### src/rtl/crc5_pkg.sv
package crc5_pkg;
  localparam int CRC_W  = 5;
  localparam int DATA_W = 11;
  localparam logic [CRC_W-1:0] POLY = 5'h05;
  localparam logic [CRC_W-1:0] SEED = '1;

  // one shift of the serial register with input bit din
  function automatic logic [CRC_W-1:0] lfsr_step(input logic [CRC_W-1:0] cur,
                                                 input logic din);
    logic fb;
    fb = cur[CRC_W-1] ^ din;
    return {cur[CRC_W-2:0], 1'b0} ^ (fb ? POLY : '0);
  endfunction

  // whole word, highest index first
  function automatic logic [CRC_W-1:0] lfsr_word(input logic [CRC_W-1:0] cur,
                                                 input logic [DATA_W-1:0] word);
    logic [CRC_W-1:0] acc;
    acc = cur;
    for (int b = DATA_W - 1; b >= 0; b--) acc = lfsr_step(acc, word[b]);
    return acc;
  endfunction

  // data bits feeding output bit idx when the state is zero
  function automatic logic [DATA_W-1:0] data_tap(input int idx);
    logic [DATA_W-1:0] m;
    m = '0;
    for (int j = 0; j < DATA_W; j++) begin
      logic [DATA_W-1:0] oh;
      logic [CRC_W-1:0]  r;
      oh = '0;
      oh[j] = 1'b1;
      r = lfsr_word('0, oh);
      m[j] = r[idx];
    end
    return m;
  endfunction

  // state bits feeding output bit idx when the data is zero
  function automatic logic [CRC_W-1:0] state_tap(input int idx);
    logic [CRC_W-1:0] m;
    m = '0;
    for (int k = 0; k < CRC_W; k++) begin
      logic [CRC_W-1:0] oh;
      logic [CRC_W-1:0] r;
      oh = '0;
      oh[k] = 1'b1;
      r = lfsr_word(oh, '0);
      m[k] = r[idx];
    end
    return m;
  endfunction
endpackage

### src/rtl/crc5_next_state.sv
module crc5_next_state
  import crc5_pkg::*;
#(
  parameter bit FLAT = 1'b1
) (
  input  logic [CRC_W-1:0]  cur,
  input  logic [DATA_W-1:0] word,
  output logic [CRC_W-1:0]  nxt
);
  generate
    if (FLAT) begin : g_flat
      // linear split: data-only term xor state-only term
      logic [CRC_W-1:0] data_term;
      logic [CRC_W-1:0] state_term;
      for (genvar i = 0; i < CRC_W; i++) begin : g_bit
        localparam logic [DATA_W-1:0] DMASK = data_tap(i);
        localparam logic [CRC_W-1:0]  SMASK = state_tap(i);
        assign data_term[i]  = ^(word & DMASK);
        assign state_term[i] = ^(cur & SMASK);
      end
      assign nxt = data_term ^ state_term;
    end else begin : g_chain
      logic [CRC_W-1:0] stage [DATA_W+1];
      assign stage[0] = cur;
      for (genvar k = 0; k < DATA_W; k++) begin : g_step
        assign stage[k+1] = lfsr_step(stage[k], word[DATA_W-1-k]);
      end
      assign nxt = stage[DATA_W];
    end
  endgenerate
endmodule

### src/rtl/crc5_state_reg.sv
module crc5_state_reg
  import crc5_pkg::*;
(
  input  logic             clk,
  input  logic             rst_n,
  input  logic             reload,
  input  logic             load,
  input  logic [CRC_W-1:0] nxt,
  output logic [CRC_W-1:0] state
);
  always_ff @(posedge clk or negedge rst_n) begin
    if (!rst_n)      state <= SEED;
    else if (load)   state <= nxt;
    else if (reload) state <= SEED;
  end
endmodule

### src/rtl/crc5_match_stage.sv
module crc5_match_stage
  import crc5_pkg::*;
(
  input  logic             clk,
  input  logic             rst_n,
  input  logic             compare,
  input  logic [CRC_W-1:0] nxt,
  input  logic [CRC_W-1:0] rx_crc,
  output logic             match
);
  logic equal;
  assign equal = ((~nxt) == rx_crc);

  always_ff @(posedge clk or negedge rst_n) begin
    if (!rst_n) match <= 1'b0;
    else        match <= compare & equal;
  end
endmodule

### src/rtl/crc5_token_engine.sv
module crc5_token_engine
  import crc5_pkg::*;
#(
  parameter bit FLAT_NET = 1'b1
) (
  input  logic              clk,
  input  logic              rst_n,
  input  logic              start,
  input  logic              valid,
  input  logic              check_en,
  input  logic [DATA_W-1:0] data,
  input  logic [CRC_W-1:0]  rx_crc,
  output logic [CRC_W-1:0]  crc_state,
  output logic [CRC_W-1:0]  crc_tx,
  output logic              match
);
  // named internal events
  logic             word_fire;
  logic             chk_fire;
  logic [CRC_W-1:0] base_state;
  logic [CRC_W-1:0] nxt_state;

  assign word_fire  = valid;
  assign chk_fire   = valid & check_en;
  assign base_state = start ? SEED : crc_state;

  crc5_next_state #(.FLAT(FLAT_NET)) u_net (
    .cur  (base_state),
    .word (data),
    .nxt  (nxt_state)
  );

  crc5_state_reg u_reg (
    .clk    (clk),
    .rst_n  (rst_n),
    .reload (start),
    .load   (word_fire),
    .nxt    (nxt_state),
    .state  (crc_state)
  );

  crc5_match_stage u_cmp (
    .clk     (clk),
    .rst_n   (rst_n),
    .compare (chk_fire),
    .nxt     (nxt_state),
    .rx_crc  (rx_crc),
    .match   (match)
  );

  assign crc_tx = ~crc_state;
endmodule

### config.mk
export PLATFORM = sky130hd
export DESIGN_NAME = crc5_token_engine
export DESIGN_NICKNAME = d
export VERILOG_FILES = /design/src/rtl/crc5_pkg.sv /design/src/rtl/crc5_next_state.sv /design/src/rtl/crc5_state_reg.sv /design/src/rtl/crc5_match_stage.sv /design/src/rtl/crc5_token_engine.sv
export SDC_FILE = /design/constraint.sdc
export NUM_CORES = 1
export LEC_CHECK = 0
export ABC_AREA = 1
export CELL_PAD_IN_SITES_DETAIL_PLACEMENT = 2
export CELL_PAD_IN_SITES_GLOBAL_PLACEMENT = 2
export CORE_UTILIZATION = 22
export CTS_CLUSTER_DIAMETER = 200
export DETAILED_ROUTE_END_ITERATION = 16
export PLACE_DENSITY = 0.84
export SYNTH_ARGS = -nofsm -noshare
export SYNTH_HDL_FRONTEND = slang
export SYNTH_HIERARCHICAL = 1
export SYNTH_SLANG_ARGS = --single-unit
### constraint.sdc
create_clock -name clk -period 4.8 [get_ports clk]
set_input_delay 0.96 -clock clk [delete_from_list [all_inputs] [get_ports clk]]
set_output_delay 0.96 -clock clk [all_outputs]
set_load 0.05 [all_outputs]
==> summary.md <==
| Metric | Value |
|---|---|
| Peak supply drop | `roughly 0.084 mV` |
| Clock sink count | `6` |
| Routed length per instance | `13.2 µm` |
| Share of cells above drive strength 1 | `under 10%` |
| Final Hold Vio Count | `0` |
| DRC Markers | `0` |
| Post-CTS Hold Fix Bufs | `0` |
| Tightest Hold Check Type | `reg2reg` |
| Distinct cell type count after synthesis | `13` |
| Synth Register Bits | `6` |
| DRT iter0 DRCs | `13` |
| Initial antenna violation count | `0` |
| Worst-path clk slew | `about 0.040 ns` |
| HPWL after DPL | `about 2900 µm` |
| TNS Setup | `0 ns` |
| Filler Cell Count | `485` |
| Vias per std cell | `~4.4` |
| CP Data Required Time | `4.92 ns` |
| Wirelength, routed | `3320 µm` |
| Status | `completed` |
| Row Count | `22` |
| Static Leakage | `approximately 0.75 nW` |
| Clock root cell | `clkbuf_8` |
| Post-Syn Area | `897 µm²` |
| Initial Util | `23.8%` |
| # diodes | `0` |
| First-pass GRT wire length | `5550 µm` |
| Total Routing Usage GR | `approximately 17%` |
| Hold WS | `about 0.48 ns` |
| GRT Residual Overflow | `0` |
| Peak Freq | `between 300 and 400 MHz` |
| Num CTS Buffers | `3` |
| Vias in the first global route | `approximately 1300` |
| Die Height | `about 66 µm` |
| Cell taking the most area after synthesis | `nand2_1` |
| Post_cts resized | `0` |
| Postcts setup bufs | `0` |
| Sequential share of the synthesized area | `~17%` |
| Min cycle time layout | `about 2.8 ns` |
| Die area | `between 0.004 and 0.005 mm²` |
| Kind of critical path | `in2reg` |
| Core Box Area | `roughly 0.0038 mm²` |
| Yosys warns | `6` |
| Tightest Pin Transition | `approximately 0.51 ns` |
| Largest net degree at the start of global routing | `9` |
| Area contributors post-synth | `nand2_1, dfstp_2, inv_1` |
| # setup viols final | `0` |
| Power Dens Cells | `about 350 mW/mm²` |
| H-tree level count | `1` |
| Max cap viols | `0` |
| Worst slew margin | `around two thirds` |
| Max Slew Vio Count | `0` |
| Worst EP arrival | `approximately 2.9 ns` |
| Vias | `approximately 1100` |
| Synth top area share | `around 34%` |
| CTS tree | `yes` |
| Chip width | `about 66 µm` |
| Cell count after synthesis | `~170` |
| CP Launch Type | `input port` |
| Syn_nets | `between 150 and 200` |
| Critical path endpoint category | `flop` |
| Routability cong. | `approximately 0.77` |
| Max clock buf depth | `2` |
| Final nets | `~230` |
| Clock Latency Late Sink | `about 0.23 ns` |
| Crit Path Max Fanout | `5` |
| I/O pins | `32` |
| Mapped Avg Cell Area | `around 5.3 µm²` |
| Port bufs | `31` |
| Pre-antenna DRT Iters | `2` |
| Clk_skew | `between 0.005 and 0.006 ns` |
| RSZ-0062 raised after global routing | `no` |
| Synthesis-to-layout area growth | `46.3%` |
| Tcrit/Tclk final | `a little under three fifths` |
| DRT antenna net count | `0` |
[power breakdown]
group / switching, mW / internal, mW
registers: 0.00808 / 0.0674
clock network: 0.0231 / 0.0572
logic: 0.201 / 0.107
total: 0.232 / 0.232
[worst max-delay path: stages]
cell and delay (ns):
clkdlybuf4s50_1 0.54, inv_2 0.08, nand2_1 0.18, inv_2 0.09, nand2_1 0.09, nand3_1 0.10, nand3b_1 0.11, nand2_1 0.07
xnor2_1 0.17, inv_1 0.10, nor2_1 0.16, nor2_1 0.08, nand3_1 0.09, nor2_1 0.04
[metal layers]
metal | wire length (µm) | vias up | track usage (%)
met4 | 23 | 0 | 3.26
li1 | - | 562 | -
met2 | 1940 | 12 | 36.4
met1 | 1300 | 537 | 17.2
met3 | 58 | 2 | 3.10
met5 | 0 | - | 0
[flip-flops by register name (all words and copies together) (netlist names)]
signal / cells
u_cmp/match: 1
u_reg/state: 5
[worst paths after layout]
| check | start | end | slack [ns] | cells after the start |
|---|---|---|---|---|
| setup / recovery | start | u_cmp/match | 2.04 | 14 |
| hold / removal | u_reg/state[1] | u_reg/state[1] | 0.48 | 2 |
| setup reg to reg | u_reg/state[4] | u_cmp/match | 2.82 | 13 |
| hold reg to reg | u_reg/state[1] | u_reg/state[1] | 0.48 | 2 |
| max in group asynchronous | rst_n | u_reg/state[3] | 3.53 | 1 |
| min in group asynchronous | rst_n | u_cmp/match | 0.98 | 1 |
[placed cells by master (no fill, tap or decap)]
master           netlist  layout
dfstp_2                5       5
inv_1                 26      26
clkbuf_8               0       3
nand2_1               82      82
xnor2_1                9       9
nor2_1                 7       7
inv_2                  7       7
nand2_2                3       3
nand2b_1               1       1
clkbuf_1               0       1
xor2_1                 8       8
dfrtp_1                1       1
nand3b_1               5       5
nor2_2                 1       1
clkdlybuf4s50_1        0      31
nand3_1               13      13
[per-stage QoR]
stage	cell area (µm²)	std cells	util (%)	worst slack (ns)	power, mW
after global routing	1310	251	34.8	1.88	0.501
after detailed placement	1270	247	33.6	1.82	0.384
after floorplan	897	168	-	2.66	0.282
after global placement	1270	247	33.6	1.92	0.369
final	1310	251	34.8	2.04	0.464
after CTS	1310	251	34.8	2.04	0.470
[synthesized netlist by cell type]
| master | count |
|---|---|
| nand3b_1 | 5 |
| nand2_1 | 82 |
| xor2_1 | 8 |
| xnor2_1 | 9 |
| nor2_1 | 7 |
| dfstp_2 | 5 |
| nor2_2 | 1 |
| inv_1 | 26 |
| inv_2 | 7 |
| nand2_2 | 3 |
| nand3_1 | 13 |
| dfrtp_1 | 1 |
| nand2b_1 | 1 |
[logic make-up (layout without fill, tap and decap cells)]
family                 Yosys count  count (layout)  share of synthesized area, %
AND/OR/NAND/NOR                112             112                          52.2
buffers and inverters           33              68                          13.8
XOR/XNOR                        17              17                          16.6
flip-flops                       6               6                          17.4
[area by class of cell]
type / count / area (µm²) / area share [%]
multi-input cells: 129 / 617 / 47.0
inverters: 33 / 124 / 9.44
well taps: 48 / 60.1 / 4.58
flip-flops and latches: 6 / 156 / 11.9
clock buffers: 4 / 45.0 / 3.43
repair buffers: 31 / 310 / 23.6
(Power assumes the default switching activity.)
